## src/rtl/lin_mode_pkg.sv

```systemverilog
package lin_mode_pkg;
  typedef enum logic [2:0] {
    MD_UNPWR   = 3'd0,
    MD_PRENORM = 3'd1,
    MD_NORMAL  = 3'd2,
    MD_SILENT  = 3'd3,
    MD_SLEEP   = 3'd4
  } lin_mode_e;
endpackage

```

## src/rtl/lin_wake_filter.sv

```systemverilog
// Debounce for one wake source: fires after HOLD_CYC consecutive active
// cycles, counted only once the source has been seen inactive.
module lin_wake_filter #(
  parameter int HOLD_CYC = 16
) (
  input  logic clk,
  input  logic rst_n,
  input  logic enable_i,
  input  logic active_i,
  output logic hit_o
);
  localparam int CW = $clog2(HOLD_CYC + 1);

  logic          armed_q;
  logic [CW-1:0] cnt_q;

  assign hit_o = enable_i && armed_q && active_i && (cnt_q == CW'(HOLD_CYC - 1));

  always_ff @(posedge clk or negedge rst_n) begin
    if (!rst_n) begin
      armed_q <= 1'b0;
      cnt_q   <= '0;
    end else if (!enable_i) begin
      armed_q <= 1'b0;
      cnt_q   <= '0;
    end else if (!active_i) begin
      armed_q <= 1'b1;
      cnt_q   <= '0;
    end else if (armed_q && !hit_o) begin
      cnt_q   <= cnt_q + 1'b1;
    end
  end
endmodule

```

## src/rtl/lin_sel_window.sv

```systemverilog
// Detects the enable falling edge in normal mode and qualifies the
// transmit level over the select window.
module lin_sel_window #(
  parameter int WIN_CYC = 4
) (
  input  logic clk,
  input  logic rst_n,
  input  logic arm_i,
  input  logic en_i,
  input  logic txd_i,
  output logic go_silent_o,
  output logic go_sleep_o
);
  localparam int CW = $clog2(WIN_CYC + 1);

  logic          en_q;
  logic          busy_q;
  logic          cap_q;
  logic [CW-1:0] cnt_q;
  logic          start;
  logic          keep;
  logic          done;

  assign start = arm_i && en_q && !en_i && !busy_q;
  assign keep  = arm_i && busy_q && !en_i && (txd_i == cap_q);
  assign done  = keep && (cnt_q == CW'(WIN_CYC - 1));

  assign go_silent_o = done && cap_q;
  assign go_sleep_o  = done && !cap_q;

  always_ff @(posedge clk or negedge rst_n) begin
    if (!rst_n) begin
      en_q   <= 1'b0;
      busy_q <= 1'b0;
      cap_q  <= 1'b0;
      cnt_q  <= '0;
    end else begin
      en_q <= en_i;
      if (start) begin
        busy_q <= 1'b1;
        cap_q  <= txd_i;
        cnt_q  <= '0;
      end else if (keep && !done) begin
        cnt_q  <= cnt_q + 1'b1;
      end else if (busy_q) begin
        busy_q <= 1'b0;
        cnt_q  <= '0;
      end
    end
  end
endmodule

```

## src/rtl/lin_dom_timer.sv

```systemverilog
// Dominant time-out with re-arm qualification.
module lin_dom_timer #(
  parameter int DOM_CYC   = 64,
  parameter int REARM_CYC = 4
) (
  input  logic clk,
  input  logic rst_n,
  input  logic active_i,
  input  logic txd_i,
  output logic lock_o
);
  localparam int MAXC = (DOM_CYC > REARM_CYC) ? DOM_CYC : REARM_CYC;
  localparam int CW   = $clog2(MAXC + 1);

  logic          lock_q;
  logic [CW-1:0] cnt_q;

  assign lock_o = lock_q;

  always_ff @(posedge clk or negedge rst_n) begin
    if (!rst_n) begin
      lock_q <= 1'b0;
      cnt_q  <= '0;
    end else if (!active_i) begin
      lock_q <= 1'b0;
      cnt_q  <= '0;
    end else if (lock_q) begin
      if (!txd_i) begin
        cnt_q <= '0;
      end else if (cnt_q == CW'(REARM_CYC - 1)) begin
        lock_q <= 1'b0;
        cnt_q  <= '0;
      end else begin
        cnt_q <= cnt_q + 1'b1;
      end
    end else begin
      if (txd_i) begin
        cnt_q <= '0;
      end else if (cnt_q == CW'(DOM_CYC - 1)) begin
        lock_q <= 1'b1;
        cnt_q  <= '0;
      end else begin
        cnt_q <= cnt_q + 1'b1;
      end
    end
  end
endmodule

```

## src/rtl/lin_mode_ctrl.sv

```systemverilog
module lin_mode_ctrl
  import lin_mode_pkg::*;
#(
  parameter int SEL_WIN_CYC  = 64,
  parameter int BUS_WAKE_CYC = 1800,
  parameter int LOC_WAKE_CYC = 2600,
  parameter int DOM_TO_CYC   = 120000,
  parameter int REARM_CYC    = 200
) (
  input  logic       clk,
  input  logic       rst_n,
  input  logic       en_i,
  input  logic       txd_i,
  input  logic       vs_ok_i,
  input  logic       vcc_uv_i,
  input  logic       bus_dom_i,
  input  logic       wake_n_i,
  output logic [2:0] mode_o,
  output logic       reg_on_o,
  output logic       term_en_o,
  output logic       wd_en_o,
  output logic       bus_drv_o,
  output logic       rxd_o,
  output logic       txd_oe_o,
  output logic       txd_o
);
  lin_mode_e mode_q, mode_d;
  logic      wk_pend_q, wk_pend_d;
  logic      wk_rem_q, wk_rem_d;
  logic      low_pwr;
  logic      bus_hit, loc_hit, wake_hit;
  logic      go_silent, go_sleep;
  logic      dom_lock;

  assign low_pwr  = (mode_q == MD_SILENT) || (mode_q == MD_SLEEP);
  assign wake_hit = bus_hit || loc_hit;

  lin_wake_filter #(.HOLD_CYC(BUS_WAKE_CYC)) i_bus_wake (
    .clk(clk), .rst_n(rst_n), .enable_i(low_pwr),
    .active_i(bus_dom_i), .hit_o(bus_hit));

  lin_wake_filter #(.HOLD_CYC(LOC_WAKE_CYC)) i_loc_wake (
    .clk(clk), .rst_n(rst_n), .enable_i(low_pwr),
    .active_i(!wake_n_i), .hit_o(loc_hit));

  lin_sel_window #(.WIN_CYC(SEL_WIN_CYC)) i_sel (
    .clk(clk), .rst_n(rst_n), .arm_i(mode_q == MD_NORMAL),
    .en_i(en_i), .txd_i(txd_i),
    .go_silent_o(go_silent), .go_sleep_o(go_sleep));

  lin_dom_timer #(.DOM_CYC(DOM_TO_CYC), .REARM_CYC(REARM_CYC)) i_dom (
    .clk(clk), .rst_n(rst_n), .active_i(mode_q == MD_NORMAL),
    .txd_i(txd_i), .lock_o(dom_lock));

  // next-state
  always_comb begin
    mode_d = mode_q;
    if (!vs_ok_i) begin
      mode_d = MD_UNPWR;
    end else begin
      unique case (mode_q)
        MD_UNPWR:   mode_d = MD_PRENORM;
        MD_PRENORM: if (en_i) mode_d = MD_NORMAL;
        MD_NORMAL: begin
          if (vcc_uv_i)       mode_d = MD_PRENORM;
          else if (go_silent) mode_d = MD_SILENT;
          else if (go_sleep)  mode_d = MD_SLEEP;
        end
        MD_SILENT: begin
          if (vcc_uv_i)      mode_d = MD_PRENORM;
          else if (en_i)     mode_d = MD_NORMAL;
          else if (wake_hit) mode_d = MD_PRENORM;
        end
        MD_SLEEP:   if (wake_hit) mode_d = MD_PRENORM;
        default:    mode_d = MD_UNPWR;
      endcase
    end
  end

  // wake flags
  always_comb begin
    wk_pend_d = wk_pend_q;
    wk_rem_d  = wk_rem_q;
    if (!vs_ok_i || en_i) begin
      wk_pend_d = 1'b0;
      wk_rem_d  = 1'b0;
    end else if (low_pwr && wake_hit) begin
      wk_pend_d = 1'b1;
      wk_rem_d  = bus_hit;
    end
  end

  always_ff @(posedge clk or negedge rst_n) begin
    if (!rst_n) begin
      mode_q    <= MD_UNPWR;
      wk_pend_q <= 1'b0;
      wk_rem_q  <= 1'b0;
    end else begin
      mode_q    <= mode_d;
      wk_pend_q <= wk_pend_d;
      wk_rem_q  <= wk_rem_d;
    end
  end

  // outputs
  always_comb begin
    reg_on_o  = 1'b0;
    term_en_o = 1'b0;
    wd_en_o   = 1'b0;
    bus_drv_o = 1'b0;
    rxd_o     = 1'b0;
    txd_oe_o  = 1'b0;
    txd_o     = 1'b1;
    unique case (mode_q)
      MD_PRENORM: begin
        reg_on_o  = 1'b1;
        term_en_o = 1'b1;
        wd_en_o   = 1'b1;
        rxd_o     = !wk_pend_q;
        txd_oe_o  = wk_pend_q;
        txd_o     = wk_rem_q;
      end
      MD_NORMAL: begin
        reg_on_o  = 1'b1;
        term_en_o = 1'b1;
        wd_en_o   = 1'b1;
        bus_drv_o = !txd_i && !dom_lock;
        rxd_o     = !bus_dom_i;
      end
      MD_SILENT: begin
        reg_on_o  = 1'b1;
        rxd_o     = 1'b1;
      end
      default: ;
    endcase
  end

  assign mode_o = mode_q;
endmodule

```

## config.mk

```make
export PLATFORM = sky130hd
export DESIGN_NAME = lin_mode_ctrl
export DESIGN_NICKNAME = d
export VERILOG_FILES = /design/src/rtl/lin_mode_pkg.sv /design/src/rtl/lin_wake_filter.sv /design/src/rtl/lin_sel_window.sv /design/src/rtl/lin_dom_timer.sv /design/src/rtl/lin_mode_ctrl.sv
export SDC_FILE = /design/constraint.sdc
export NUM_CORES = 1
export LEC_CHECK = 0
export ABC_AREA = 1
export BUFFER_PORTS_ARGS = -buffer_cell sky130_fd_sc_hd__buf_4
export CAP_MARGIN = 20
export CORE_MARGIN = 5
export CORE_UTILIZATION = 54
export CTS_BUF_LIST = sky130_fd_sc_hd__clkbuf_4 sky130_fd_sc_hd__clkbuf_8
export DETAILED_ROUTE_END_ITERATION = 10
export PLACE_DENSITY_LB_ADDON = 0.1
export SLEW_MARGIN = 10
export SYNTH_ARGS = -nofsm -noshare
export SYNTH_HDL_FRONTEND = slang
export SYNTH_HIERARCHICAL = 1
export SYNTH_SLANG_ARGS = --single-unit
```

## constraint.sdc

```tcl
create_clock -name clk -period 2.1 [get_ports clk]
set_clock_uncertainty 0.05 [all_clocks]
set_input_delay 0.42 -clock clk [delete_from_list [all_inputs] [get_ports clk]]
set_output_delay 0.42 -clock clk [all_outputs]
set_load 0.01 [all_outputs]
```

==> flow_summary_export.csv <==
group,metric,value,unit
synth,synth_seq_cells,58,
placement,port_buffers,17,
sta,finalSetupTns,0,ns
layout,nFillCells,638,
placement,place.gp.congestion,0.882,
drt,ant_nets,0,
synth,synth_edf_count,0,
synth,synth_top_cell_area_share,0.378,
synth,avgSynthCellArea,6.93,sq um
synth,ys_top_cells_by_count,"nand2_1 (160), nor2_1 (88), inv_1 (67), nand3_1 (59), dfrtp_1 (58)",
clocking,ctsRootBufferMaster,"clkbuf_8",
synth,syn-num-nets,567,
synth,syn_area,0.00384,sq mm
drt,wl,8680,microns
sta,max_freq,492,MHz
critical_path,rr_startpoint,"i_bus_wake/cnt_q[1]$_DFFE_PN0P_",
die,die_x,94.3,microns
layout,multi_input_area,0.00206,sq mm
synth,yosys.area_share.adder,0.0163,
die,start_util,0.559,
drt,avgViaCountPerCell,5.14,
clocking,cts_tree,"yes",
sta,rsz0062_at_grt,"yes",
layout,drive_gt1_frac,0.173,
global_routing,grt_max_degree,59,
synth,synth_warnings,6,
sta,min_period_over_period,0.967,
layout,n_antenna_cell,0,
run_status,status,"finished, final reports clean",
sta,max_slew_margin,0.504,
layout,nets,597,
pwr,cellLeakagePower,2.08,nW
synth,synthTopCellsByArea,"dfrtp_1 (38%), nand2_1 (16%), nor2_1 (8.6%), nand3_1 (7.7%), inv_1 (6.6%)",
synth,muxShareOfSynthArea,0,
die,dieArea,0.00889,sq mm
die,rows,30,
drt,drtIter0Drc,161,
critical_path,r2r.worst_path.cells,10,
critical_path,crit_type,"register to output pin",
sta,setup_violations,0,
drt,routedWlPerCell,12.7,microns
die,core_area,0.00687,sq mm
synth,ys_async_sr_fraction,1.00,
clocking,cts.sinks,58,
synth,synth-seq-area-share,0.378,
clocking,htreeDepth,3,
clocking,cts-buffers-inserted,9,
sta,drv_slew,0,
global_routing,grt-ovfl-total,0,
clocking,ctsHoldBuffers,0,
clocking,cts.clk_slew.worst_paths,0.07,ns
synth,ys.flop_type,"dfrtp_1",
placement,place_hpwl,6350,microns
pwr,powerDensity,665,mW/mm^2
critical_path,end_kind,"output pin",
synth,synth_compound_area_frac,0.0417,
layout,area_growth,13.0,%
global_routing,antenna_found_initial,0,
sta,setup_slack,0.0684,ns
critical_path,cp-start-kind,"register",
layout,seq_area,0.00145,sq mm
synth,synth_xor_area_frac,0.0388,
clocking,clock_latency,0.34,ns
die,die_y,94.3,microns
worst_hold_path,hp-class,"input port to async pin",
synth,synthSimpleGateAreaFrac,0.433,
global_routing,grt_pass1_vias,3239,
critical_path,worstPathMaxFanout,5,
drt,drc,0,
critical_path,cp.required,1.63,ns
placement,dp_slack,0.0927,ns
sta,worst_pin_slew,0.745,ns
clocking,clk_path_buf_depth,2,
synth,synth_largest_area_cell,"dfrtp_1",
sta,period_needed,2.03,ns
synth,synth_most_common_cell,"nand2_1",
global_routing,globalRouteTotalUtil,0.212,
synth,synth_top_family_by_area,"simple AND/OR/NAND/NOR gates",
critical_path,r2r_setup_slack,0.17,ns
drt,dr.pass1.iters,5,
pwr,irDropWorstVdd,0.451,mV
critical_path,worstPathArrival,1.56,ns
synth,synth_cell_types,38,
critical_path,r2r-end,"i_bus_wake/cnt_q[3]$_DFFE_PN0P_",
sta,hold_viol,0,
die,ios,18,
synth,synthCells,554,
drt,vias,3519,
global_routing,grt_pass1_wl,14800,microns
flow_run,maxCapViolCount,0,
[cells by family after synthesis]
group | after synthesis
DFF | 58
adders and majority gates | 5
buffers and inverters | 84
AOI/OAI and AO/OA | 23
xor gates and xnor gates | 17
and+or+nand+nor | 367
[report_power, final]
part	switching, mW	total (mW)	internal [mW]
Sequential	0.0353	1.18	1.15
Combinational	0.337	0.542	0.205
Clock	0.465	1.16	0.692
[what timing repair did]
| item | 4_1_cts | 5_1_grt |
|---|---|---|
| gates resized for setup | 0 | 6 |
| setup buffers | 0 | 1 |
| endpoints found under the setup margin | 0 | 13 |
[per-layer routing]
metal	up-vias	part of all wire	track usage	wire, microns
met3	19	0.040	0.0329	350
met2	87	0.48	0.348	4190
met4	0	0.024	0.0963	209
met5	-	0	0	0
li1	1787	-	-	-
met1	1626	0.45	0.276	3940
[state kept, by name, indices dropped and copies added (netlist names)]
signal	flops
wk_rem_q	1
i_sel/cnt_q	7
i_dom/cnt_q	17
i_sel/busy_q	1
i_loc_wake/armed_q	1
i_bus_wake/armed_q	1
i_bus_wake/cnt_q	11
i_sel/en_q	1
mode_o	3
i_loc_wake/cnt_q	12
wk_pend_q	1
i_dom/lock_o	1
i_sel/cap_q	1
[critical path, cell delays in order (launching register included)]
cell	delay, ns
dfrtp_1	0.42
buf_4	0.17
nor2_2	0.19
inv_1	0.09
or2_1	0.21
buf_4	0.14
[cell usage in the layout (no fill, tap or decap), types with 8 or more instances in the layout]
cell	instances
nand2_1	160
nor2_1	87
inv_1	66
nand3_1	59
dfrtp_1	58
buf_4	28
nand2_2	17
xor2_1	12
clkbuf_8	10
nor2_2	9
o21ai_0	9
inv_2	8
nand4_1	8
[final cells by class]
| type | count | share of cell area |
|---|---|---|
| clock inverter | 6 | 0.0185 |
| inverter | 75 | 0.0649 |
| timing repair buffer | 28 | 0.0485 |
| multi-input combinational | 412 | 0.474 |
| clock buffer | 10 | 0.0317 |
| tap | 96 | 0.0277 |
| sequential | 58 | 0.335 |
[how the worst max path moves through the flow]
stage / from / depth (start not counted) / slack (ns) / end
after global routing: mode_o[1]$_DFFE_PN0P_ / 5 / -0.02 / txd_o
final: mode_o[1]$_DFFE_PN0P_ / 5 / 0.07 / txd_o
after floorplan: mode_o[2]$_DFFE_PN0P_ / 17 / 0.03 / mode_o[1]$_DFFE_PN0P_
after global placement: mode_o[2]$_DFFE_PN0P_ / 15 / 0.11 / mode_o[0]$_DFFE_PN0P_
after CTS: mode_o[1]$_DFFE_PN0P_ / 4 / 0.02 / bus_drv_o
after detailed placement: mode_o[2]$_DFFE_PN0P_ / 15 / 0.09 / mode_o[0]$_DFFE_PN0P_
[through the flow]
stage,util,power (mW),std cells,hold slack (ns),area (sq um)
final,0.632,2.88,685,0.0772,4340
after global routing,0.632,3.03,685,0.153,4340
after CTS,0.627,2.90,684,0.122,4310
after detailed placement,0.595,1.73,668,0.417,4090
after global placement,0.595,1.73,668,0.409,4090
after floorplan,-,1.50,554,0.0744,3840
No activity file was read; power rests on OpenSTA's default activity.
